### src/rtl/xalu_pkg.sv
package xalu_pkg;
  typedef enum logic [2:0] {
    OP_ADD  = 3'b000,
    OP_SUB  = 3'b001,
    OP_INC  = 3'b010,
    OP_PASS = 3'b011,
    OP_AND  = 3'b100,
    OP_OR   = 3'b101,
    OP_XOR  = 3'b110,
    OP_NOT  = 3'b111
  } xalu_op_e;

  typedef struct packed {
    logic ia;
    logic ib;
  } bit_pair_t;
endpackage

### src/rtl/xalu_bit_cond.sv
module xalu_bit_cond
  import xalu_pkg::*;
(
  input  logic [2:0] op,
  input  logic       a_bit,
  input  logic       b_bit,
  output bit_pair_t  pair
);
  always_comb begin
    pair.ia = a_bit;
    pair.ib = 1'b0;
    unique case (op)
      OP_ADD:  pair.ib = b_bit;
      OP_SUB:  pair.ib = ~b_bit;
      OP_INC:  pair.ib = 1'b0;
      OP_PASS: pair.ib = 1'b0;
      OP_AND:  pair.ia = a_bit & b_bit;
      OP_OR:   pair.ia = a_bit | b_bit;
      OP_XOR:  pair.ia = a_bit ^ b_bit;
      OP_NOT:  pair.ia = ~a_bit;
      default: pair.ib = 1'b0;
    endcase
  end
endmodule

### src/rtl/xalu_cin_gen.sv
module xalu_cin_gen
  import xalu_pkg::*;
(
  input  logic [2:0] op,
  output logic       cin
);
  always_comb begin
    unique case (op)
      OP_SUB, OP_INC: cin = 1'b1;
      default:        cin = 1'b0;
    endcase
  end
endmodule

### src/rtl/xalu_ripple_add.sv
module xalu_ripple_add #(
  parameter int W = 8
) (
  input  logic [W-1:0] ia,
  input  logic [W-1:0] ib,
  input  logic         cin,
  output logic [W-1:0] s,
  output logic         cout
);
  logic [W:0] c;
  assign c[0] = cin;
  for (genvar i = 0; i < W; i++) begin : g_fa
    assign s[i]   = ia[i] ^ ib[i] ^ c[i];
    assign c[i+1] = (ia[i] & ib[i]) | (c[i] & (ia[i] ^ ib[i]));
  end
  assign cout = c[W];
endmodule

### src/rtl/xalu_top.sv
module xalu_top
  import xalu_pkg::*;
#(
  parameter int W = 8
) (
  input  logic         clk,
  input  logic         rst_n,
  input  logic [2:0]   op,
  input  logic [W-1:0] opa,
  input  logic [W-1:0] opb,
  input  logic         load,
  output logic [W-1:0] sum,
  output logic         carry_out,
  output logic [W-1:0] result_q,
  output logic         result_co_q
);
  logic [W-1:0] ia_vec;
  logic [W-1:0] ib_vec;
  logic         cin;

  for (genvar i = 0; i < W; i++) begin : g_cell
    bit_pair_t p;
    xalu_bit_cond u_cell (
      .op    (op),
      .a_bit (opa[i]),
      .b_bit (opb[i]),
      .pair  (p)
    );
    assign ia_vec[i] = p.ia;
    assign ib_vec[i] = p.ib;
  end

  xalu_cin_gen u_cin (
    .op  (op),
    .cin (cin)
  );

  xalu_ripple_add #(.W(W)) u_add (
    .ia   (ia_vec),
    .ib   (ib_vec),
    .cin  (cin),
    .s    (sum),
    .cout (carry_out)
  );

  logic [W-1:0] res_d;
  logic         co_d;

  always_comb begin
    res_d = result_q;
    co_d  = result_co_q;
    if (load) begin
      res_d = sum;
      co_d  = carry_out;
    end
  end

  always_ff @(posedge clk or negedge rst_n) begin
    if (!rst_n) begin
      result_q    <= '0;
      result_co_q <= 1'b0;
    end else begin
      result_q    <= res_d;
      result_co_q <= co_d;
    end
  end
endmodule

### config.mk
export PLATFORM = sky130hd
export DESIGN_NAME = xalu_top
export DESIGN_NICKNAME = d
export VERILOG_FILES = /design/src/rtl/xalu_pkg.sv /design/src/rtl/xalu_bit_cond.sv /design/src/rtl/xalu_cin_gen.sv /design/src/rtl/xalu_ripple_add.sv /design/src/rtl/xalu_top.sv
export SDC_FILE = /design/constraint.sdc
export NUM_CORES = 1
export LEC_CHECK = 0
export ABC_AREA = 1
export ABC_CLOCK_PERIOD_IN_PS = 5400
export BUFFER_PORTS_ARGS = -buffer_cell sky130_fd_sc_hd__buf_2
export CORE_ASPECT_RATIO = 0.5
export CORE_MARGIN = 5
export CORE_UTILIZATION = 53
export DETAILED_ROUTE_END_ITERATION = 8
export GPL_TIMING_DRIVEN = 0
export PLACE_DENSITY = 0.89
export SLEW_MARGIN = 40
export SYNTH_ARGS = -nofsm -noshare
export SYNTH_HDL_FRONTEND = slang
export SYNTH_HIERARCHICAL = 1
export SYNTH_SLANG_ARGS = --single-unit
export TNS_END_PERCENT = 10
### constraint.sdc
create_clock -name clk -period 5.4 [get_ports clk]
set_input_delay 0.54 -clock clk [delete_from_list [all_inputs] [get_ports clk]]
set_output_delay 0.54 -clock clk [all_outputs]
set_load 0.01 [all_outputs]
==> qor.yml, run 1 <==
sta:
  whs_ns: 0.1498
  slew_violations: 0
  worstMarginPinSlew_ns: 0.4108
  fin_skew_ns: 0
  maxSlewHeadroom: 0.7262
  final-setup-viol-count: 0
  period_share: 0.9656
  setup_ws_ns: 0.1859
  rsz0062_at_grt: "false"
  fmax_mhz: 191.8
  hold_viol_final: 0
  fin_crit_ns: 5.214
worst_setup_path:
  r2r_start: "result_q[5]$_DFFE_PN0P_"
  reg2reg_depth: 2
  crit_type: "in -> out"
  end_kind: "primary output"
  r2r_setup_slack_ns: 4.78
  worstPathRequired_ns: 4.86
  crit_arrival_ns: 4.67
  reg2reg_to: "result_q[5]$_DFFE_PN0P_"
  critPathLaunchType: "input port"
  critPathMaxFanout: 42
global_routing:
  grt_max_degree: 43
  grtUsageTotal: 0.1764
  antenna_found_initial: 0
  grt_pass1_vias: 1409
  gr-total-overflow: 0
  grt_pass1_wl_mm: 5.782
cts:
  cts.sinks: 9
  cts-buffers-inserted: 3
  holdBufCountCts: 0
  clk_pin_slew_ns: 0.04
  tritoncts: "yes"
  htree_num_levels: 1
  clockBufferDepth: 2
  root_buffer: "clkbuf_8"
  clk_latency_ns: 0.23
logic_synthesis:
  syn_inst: 261
  synth-edff-count: 0
  ys_ff_latch: 9
  ys.flop_type: "dfrtp_1"
  async_flop_share: 1.000
  synth.most_common_cell: "inv_1"
  yosys-top-cells-area: "inv_1, nor2_1, dfrtp_1, ha_1, nand2_1"
  synth_warnings: 6
  synthesis.nets: 307
  syn_area_per_cell_um2: 5.781
  yosysSeqAreaShare: 0.1493
  synthDistinctLibCells: 11
  synthesis.area_um2: 1509
  ys_top_cells_by_count: "inv_1, nor2_1, nand2_1"
  yosysTopAreaCellShare: 0.1667
  synth_top_area_cell: "inv_1"
layout:
  synthToLayoutAreaGrowth_pct: 19.15
  fillCellCount: 234
  nNetsFinal: 350
  fin_util: 0.6782
  antenna_cells: 0
  regArea_um2: 225.2
  drive_above_1_share: 0.1419
  multi_input_area_um2: 1017
power:
  p_leak_nw: 1.135
  irDropWorstVdd_mv: 0.1273
  p_per_area_nw_per_um2: 184.7
die:
  die_height_um: 47.73
  die_w_um: 85.46
  core_um2: 2651
  rows: 13
  initial_utilization: 0.5691
  dieArea_um2: 4079
  io_pins: 40
route:
  wl_per_cell_um: 9.994
  viasPerCell: 4.788
  drt-initial-drc-count: 105
  ant_nets: 0
  wl_mm: 3.398
  firstDrtPassIters: 5
  vias: 1628
  drc: 0
placement:
  gp_congestion: 0.7622
  dpl_worst_slack_ns: -0.02551
  port_buffers: 38
  dp_hpwl_mm: 2.639
flow_run:
  cap_violations: 0
run_status:
  status: "completed"
worst_hold_path:
  min_path_type: "in -> async"
critical path: stages:
cell,delay [ns]
buf_4,0.33
inv_1,0.08
nand3_1,0.07
nor2_1,0.05
nor2_1,0.09
nand3_1,0.11
fa_1,0.39
inv_1,0.07
fa_1,0.16
inv_1,0.07
fa_1,0.39
fa_1,0.41
fa_1,0.40
fa_1,0.41
fa_1,0.38
inv_1,0.08
fa_1,0.41
inv_1,0.10
buf_2,0.14
worst max path at each step:
stage | slack [ns] | from | end
2_1_floorplan | 0.71 | opa[0] | sum[7]
3_3_place_gp | 0.06 | op[0] | sum[7]
3_5_place_dp | -0.03 | op[0] | sum[7]
4_1_cts | 0.01 | op[1] | sum[7]
5_1_grt | 0.008 | op[1] | sum[7]
6_report | 0.19 | op[0] | sum[7]
power by group:
part	internal, mW	total, mW	switching [mW]
clock network	0.0513	0.0765	0.0252
logic	0.0644	0.166	0.101
registers	0.0824	0.0898	0.00743
total	0.198	0.332	0.134
metrics by stage:
stage / cells / setup TNS, ns / power [mW] / instance area, µm²
finish: 340 / 0 / 0.3322 / 1798
global route: 340 / 0 / 0.3630 / 1798
CTS: 340 / 0 / 0.3347 / 1793
detailed placement: 336 / -0.02551 / 0.2561 / 1745
global placement: 336 / 0 / 0.2491 / 1745
floorplan: 261 / 0 / 0.1853 / 1509
layer usage:
metal / GRT usage / vias to the layer above / part of all wire
met5: 0 / - / 0
met3: 0.01718 / 4 / 0.062
met4: 0.06309 / 0 / 0.0085
met2: 0.3488 / 44 / 0.48
met1: 0.2100 / 723 / 0.45
li1: - / 857 / -
cell type report:
type                       instances  area share
tap                               37     0.02575
sequential                         9      0.1253
buffer                             1    0.006263
clock buffer                       4     0.02505
inverter                          68      0.1420
multi-input combinational        183      0.5658
timing repair buffer              38      0.1100
cell families (layout without fill, tap and decap cells):
kind of cell	after synthesis	after routing	share of synthesized area
DFF	9	9	0.1493
AOI/OAI and AO/OA	16	16	0.05307
buffers and inverters	69	111	0.1766
and+or+nand+nor	143	143	0.3823
adders and majority gates	24	24	0.2388
state kept, by name, indices dropped and copies added, names as in the netlist:
name         cells
result_q         8
result_co_q      1
repair_timing:
action                                  CTS  global route
endpoints found under the setup margin    1             1
resized for setup                         1             3
hold endpoints to repair                  0             0
buffers inserted                          0             0
cells in the final DEF, fill, tap and decap left out, types with 2 or more instances in the layout:
cell type   n
dfrtp_1     9
inv_1      67
nor2_1     66
buf_2      35
nand2_1    45
buf_4       2
clkbuf_8    3
nand3_1    32
ha_1       16
a21oi_1     8
o21ai_0     8
fa_1        8
No activity file was read; power rests on OpenSTA's default activity.
==> inputs of run 2 (changes only) <==
==> constraint.sdc (replaced) <==
create_clock -name clk -period 5.4 [get_ports clk]
set_input_delay 1.08 -clock clk [delete_from_list [all_inputs] [get_ports clk]]
set_output_delay 1.08 -clock clk [all_outputs]
set_load 0.01 [all_outputs]
==> run 2 against run 1 <==
  * The flow now finishes with violations (negative setup slack)
  * Largest cell class unchanged
  * Hold slack better by 0.31 ns
  * Routed wire length grew 1.1%
  * Critical endpoint unchanged
  * Critical path depth is 1 higher
  * Sequential share of layout area shrank 0.16 points
  * Count of clock-buffer cells in the layout unchanged
==> qor.yml, run 2 (same netlist as run 1, synthesis figures left out) <==
worst_setup_path:
  path_cells: "buf_2, inv_1, ha_1, inv_1, nor2_1, nor2_1, nand3_1, fa_1, inv_1, fa_1, inv_1, fa_2, fa_2, fa_2, fa_2, fa_1, inv_1, fa_1, inv_2, buf_2"
  worstPathRequired_ns: 4.32
  timing.critical_path.buf_inv: 8
  critPathLaunchType: "input port"
  end_kind: "primary output"
  crit_top_cell: "inv_1"
  critPathSlowestCell: "fa_1"
  critPathMaxFanout: 4
  critPathMaxStageDelay_ns: 0.42
  crit_arrival_ns: 4.99
  crit_type: "in -> out"
  crit_family: "adder cells"
global_routing:
  grt_max_degree: 43
  gr-total-overflow: 0
  grt_pass1_vias: 1455
  grt_pass1_wl_mm: 5.768
  grtUsageTotal: 0.1756
  antenna_found_initial: 0
placement:
  dp_cells: 336
  gp_congestion: 0.7785
  dp_hpwl_mm: 2.734
  port_buffers: 38
layout:
  regArea_um2: 225.2
  nNetsFinal: 350
  fin_cells: 340
  mostFrequentLayoutCells: "inv_1, nor2_1, nand2_1"
  largest_reg_flops: 8
  synthToLayoutAreaGrowth_pct: 20.73
  multi_input_area_um2: 1027
  reg_top3: "result_q: 8 flops, result_co_q: 1 flops"
  antenna_cells: 0
  regMostFlops: "result_q"
  fillCellCount: 229
  drive_above_1_share: 0.1584
power:
  p_leak_nw: 1.133
  p_per_area_nw_per_um2: 185.7
  irDropWorstVdd_mv: 0.1286
  finalPower_mw: 0.3382
sta:
  setup_tns_ns: -1.347
  slew_violations: 0
  worstMarginPinSlew_ns: 0.3884
  whs_ns: 0.4608
  period_share: 1.123
  hold_viol_final: 0
  final-setup-viol-count: 3
  fin_skew_ns: 0
  setup_ws_ns: -0.6655
  fmax_mhz: 164.9
  maxSlewHeadroom: 0.7411
  rsz0062_at_grt: "true"
  fin_crit_ns: 6.066
cts:
  clk_pin_slew_ns: 0.04
  holdBufCountCts: 0
  tritoncts: "yes"
  cts.sinks: 9
  htree_num_levels: 1
  root_buffer: "clkbuf_8"
  clockBufferDepth: 2
  cts-buffers-inserted: 3
  clk_latency_ns: 0.23
  post_cts_buffers: 0
die:
  io_pins: 40
  initial_utilization: 0.5691
  rows: 13
  dieArea_um2: 4079
  die_height_um: 47.73
  die_w_um: 85.46
  core_um2: 2651
route:
  drc: 0
  wl_mm: 3.435
  vias: 1598
  drt-initial-drc-count: 113
  firstDrtPassIters: 4
  wl_per_cell_um: 10.10
  ant_nets: 0
  viasPerCell: 4.700
flow_run:
  cap_violations: 0
run_status:
  status: "finished, violations left"
  violations: "negative setup slack"
worst_hold_path:
  min_path_type: "reg -> reg"
run 2: cell types whose count changed in the layout (fill, tap and decap cells not counted), sizes merged:
cell / previous run / this run
clkbuf: 5 / 4
buf: 38 / 39
run 2: worst min-delay path: stages, from the launching register on:
cell	delay (ns)
dfrtp_1	0.33
nand2_1	0.05
nand2_1	0.05
run 2: layer usage:
layer	routed length, µm	vias up	track usage
met5	0	-	0
met4	23	0	0.04101
met3	137	3	0.02577
met2	1643	24	0.3472
met1	1631	711	0.2110
li1	-	860	-
run 2: worst paths after layout:
| check | slack (ns) | end | cells past startpoint | start |
|---|---|---|---|---|
| setup / recovery | -0.67 | sum[7] | 20 | opa[0] |
| hold / removal | 0.46 | result_q[3]$_DFFE_PN0P_ | 2 | result_q[3]$_DFFE_PN0P_ |
| setup reg to reg | 4.79 | result_q[7]$_DFFE_PN0P_ | 2 | result_q[7]$_DFFE_PN0P_ |
| hold reg to reg | 0.46 | result_q[3]$_DFFE_PN0P_ | 2 | result_q[3]$_DFFE_PN0P_ |
| max in group asynchronous | 4.54 | result_q[7]$_DFFE_PN0P_ | 1 | rst_n |
| min in group asynchronous | 0.69 | result_q[3]$_DFFE_PN0P_ | 1 | rst_n |
run 2: layout make-up:
cell class | count | area share
multi-input combinational | 183 | 0.5639
inverter | 68 | 0.1401
sequential | 9 | 0.1236
timing repair buffer | 38 | 0.1161
tap | 37 | 0.02541
clock buffer | 4 | 0.02473
buffer | 1 | 0.006181
run 2: timing repair:
action                     4_1_cts  5_1_grt
setup endpoints to repair        4        4
cloned                           0        0
pin swaps                        0        1
gates resized for setup          4        3
hold endpoints to repair         0        0
run 2: power breakdown:
group	leakage [nW]	internal [mW]	switching [mW]
Sequential	0.112	0.0824	0.00686
Clock	0.0228	0.0513	0.0250
Combinational	0.998	0.0696	0.103
run 2: metrics by stage:
step / setup WS [ns] / utilization / area [µm²]
finish: -0.6655 / 0.6871 / 1822
global route: -0.8124 / 0.6871 / 1822
CTS: -0.6776 / 0.6819 / 1808
detailed placement: -0.9490 / 0.6612 / 1753
global placement: -0.8600 / 0.6612 / 1753
floorplan: -0.2458 / - / 1516
==> inputs of run 3 (changes only) <==
Settings changed: MAX_ROUTING_LAYER set to met4, PLACE_DENSITY 0.89 to 0.88.
==> run 3 against run 2 <==
  * The flow still finishes with violations (negative setup slack)
  * Count of clock-buffer cells in the layout is the same
  * Via count increased by 0.81%
  * Clock power shrank 2%
  * Sequential power is essentially flat
  * Setup slack better by 0.067 ns
  * Routed wire length fell by 0.47%
  * Critical endpoint unchanged
  * Clock skew did not move
  * Sequential cell count did not move
  * Register-to-register slack barely moved
  * Utilization rose by 0.33 points
==> qor.yml, run 3 (same netlist as run 1, synthesis figures left out) <==
cts:
  cts.sinks: 9
  clockBufferDepth: 2
  tritoncts: "yes"
  htree_num_levels: 1
  holdBufCountCts: 0
  clk_latency_ns: 0.22
  clk_pin_slew_ns: 0.04
  post_cts_buffers: 0
  cts-buffers-inserted: 3
  root_buffer: "clkbuf_8"
sta:
  setup_tns_ns: -1.190
  setup_ws_ns: -0.5983
  maxSlewHeadroom: 0.7455
  hold_viol_final: 0
  slew_violations: 0
  worstMarginPinSlew_ns: 0.3818
  rsz0062_at_grt: "true"
  fmax_mhz: 166.7
  period_share: 1.111
  fin_skew_ns: 0
  fin_crit_ns: 5.998
  whs_ns: 0.4697
  final-setup-viol-count: 3
worst_setup_path:
  timing.critical_path.buf_inv: 8
  crit_family: "adder cells"
  crit_type: "in -> out"
  critPathLaunchType: "input port"
  end_kind: "primary output"
  crit_arrival_ns: 4.92
  worstPathRequired_ns: 4.32
  crit_top_cell: "fa_2"
  critPathMaxStageDelay_ns: 0.43
  critPathMaxFanout: 4
  critPathSlowestCell: "fa_1"
  path_cells: "buf_2, inv_1, ha_1, inv_1, nor2_1, nor2_1, nand3_1, fa_1, inv_1, fa_1, inv_1, fa_2, fa_2, fa_2, fa_2, fa_2, inv_2, fa_1, inv_2, buf_2"
route:
  wl_mm: 3.419
  wl_per_cell_um: 10.06
  drt-initial-drc-count: 88
  viasPerCell: 4.738
  ant_nets: 0
  vias: 1611
  drc: 0
  firstDrtPassIters: 4
die:
  io_pins: 40
  dieArea_um2: 4079
  initial_utilization: 0.5691
  rows: 13
  core_um2: 2651
  die_w_um: 85.46
  die_height_um: 47.73
layout:
  mostFrequentLayoutCells: "nor2_1, inv_1, nand2_1"
  reg_top3: "result_q: 8 flops, result_co_q: 1 flops"
  drive_above_1_share: 0.1650
  largest_reg_flops: 8
  synthToLayoutAreaGrowth_pct: 21.31
  regMostFlops: "result_q"
  layout_commonest_cell: "nor2_1"
  final_area_um2: 1831
  fin_util: 0.6904
  antenna_cells: 0
  nNetsFinal: 350
global_routing:
  grt_pass1_vias: 1401
  grt_pass1_wl_mm: 5.547
  grt_max_degree: 43
  grtUsageTotal: 0.1725
  antenna_found_initial: 0
  gr-total-overflow: 0
power:
  p_per_area_nw_per_um2: 186.4
  p_leak_nw: 1.133
  irDropWorstVdd_mv: 0.1511
run_status:
  status: "finished, violations left"
  violations: "negative setup slack"
flow_run:
  cap_violations: 0
placement:
  port_buffers: 38
  dpl_worst_slack_ns: -0.9238
  dp_hpwl_mm: 2.651
  place_area_um2: 1753
  gp_congestion: 0.7917
worst_hold_path:
  min_path_type: "reg -> reg"
run 3: timing repair:
item / 4_1_cts / 5_1_grt
pin swaps: 0 / 2
setup endpoints to repair: 4 / 4
hold endpoints to repair: 0 / 0
resized for setup: 6 / 4
run 3: layout make-up:
type | instances | area [µm²]
Multi-Input combinational cell | 183 | 1030
Inverter | 68 | 255.2
Fill cell | 236 | 820.8
Timing Repair Buffer | 38 | 217.7
Sequential cell | 9 | 225.2
Buffer | 1 | 11.26
Tap cell | 37 | 46.29
Clock buffer | 4 | 45.04
run 3: tightest hold or removal path, cell delays in order (launching register included):
cell and delay [ns]:
dfrtp_1 0.33, nand2_1 0.05, nand2_1 0.05
run 3: stage by stage:
step	instances	power [mW]
after floorplan	261	0.1882
after global placement	336	0.2515
after detailed placement	336	0.2587
after CTS	340	0.3348
after global routing	340	0.3721
final	340	0.3411
run 3: where the power goes:
group,internal [mW],switching (mW),total (mW)
logic,0.0725,0.104,0.177
clock network,0.0512,0.0237,0.0748
registers,0.0824,0.00701,0.0894
total,0.206,0.135,0.341
run 3: final timing paths:
path | startpoint | end | slack, ns | depth (start not counted)
setup / recovery | opa[0] | sum[7] | -0.60 | 20
hold / removal | result_q[3]$_DFFE_PN0P_ | result_q[3]$_DFFE_PN0P_ | 0.47 | 2
setup reg to reg | result_q[7]$_DFFE_PN0P_ | result_q[7]$_DFFE_PN0P_ | 4.78 | 2
hold reg to reg | result_q[3]$_DFFE_PN0P_ | result_q[3]$_DFFE_PN0P_ | 0.47 | 2
max in group asynchronous | rst_n | result_q[6]$_DFFE_PN0P_ | 4.53 | 1
min in group asynchronous | rst_n | result_q[2]$_DFFE_PN0P_ | 0.70 | 1
run 3: metal layers:
metal	vias up	GRT usage	share of wire
met5	-	-	0
met4	0	0.03785	0.0015
met3	2	0.01718	0.053
met2	32	0.3164	0.48
met1	719	0.2139	0.46
li1	858	-	-
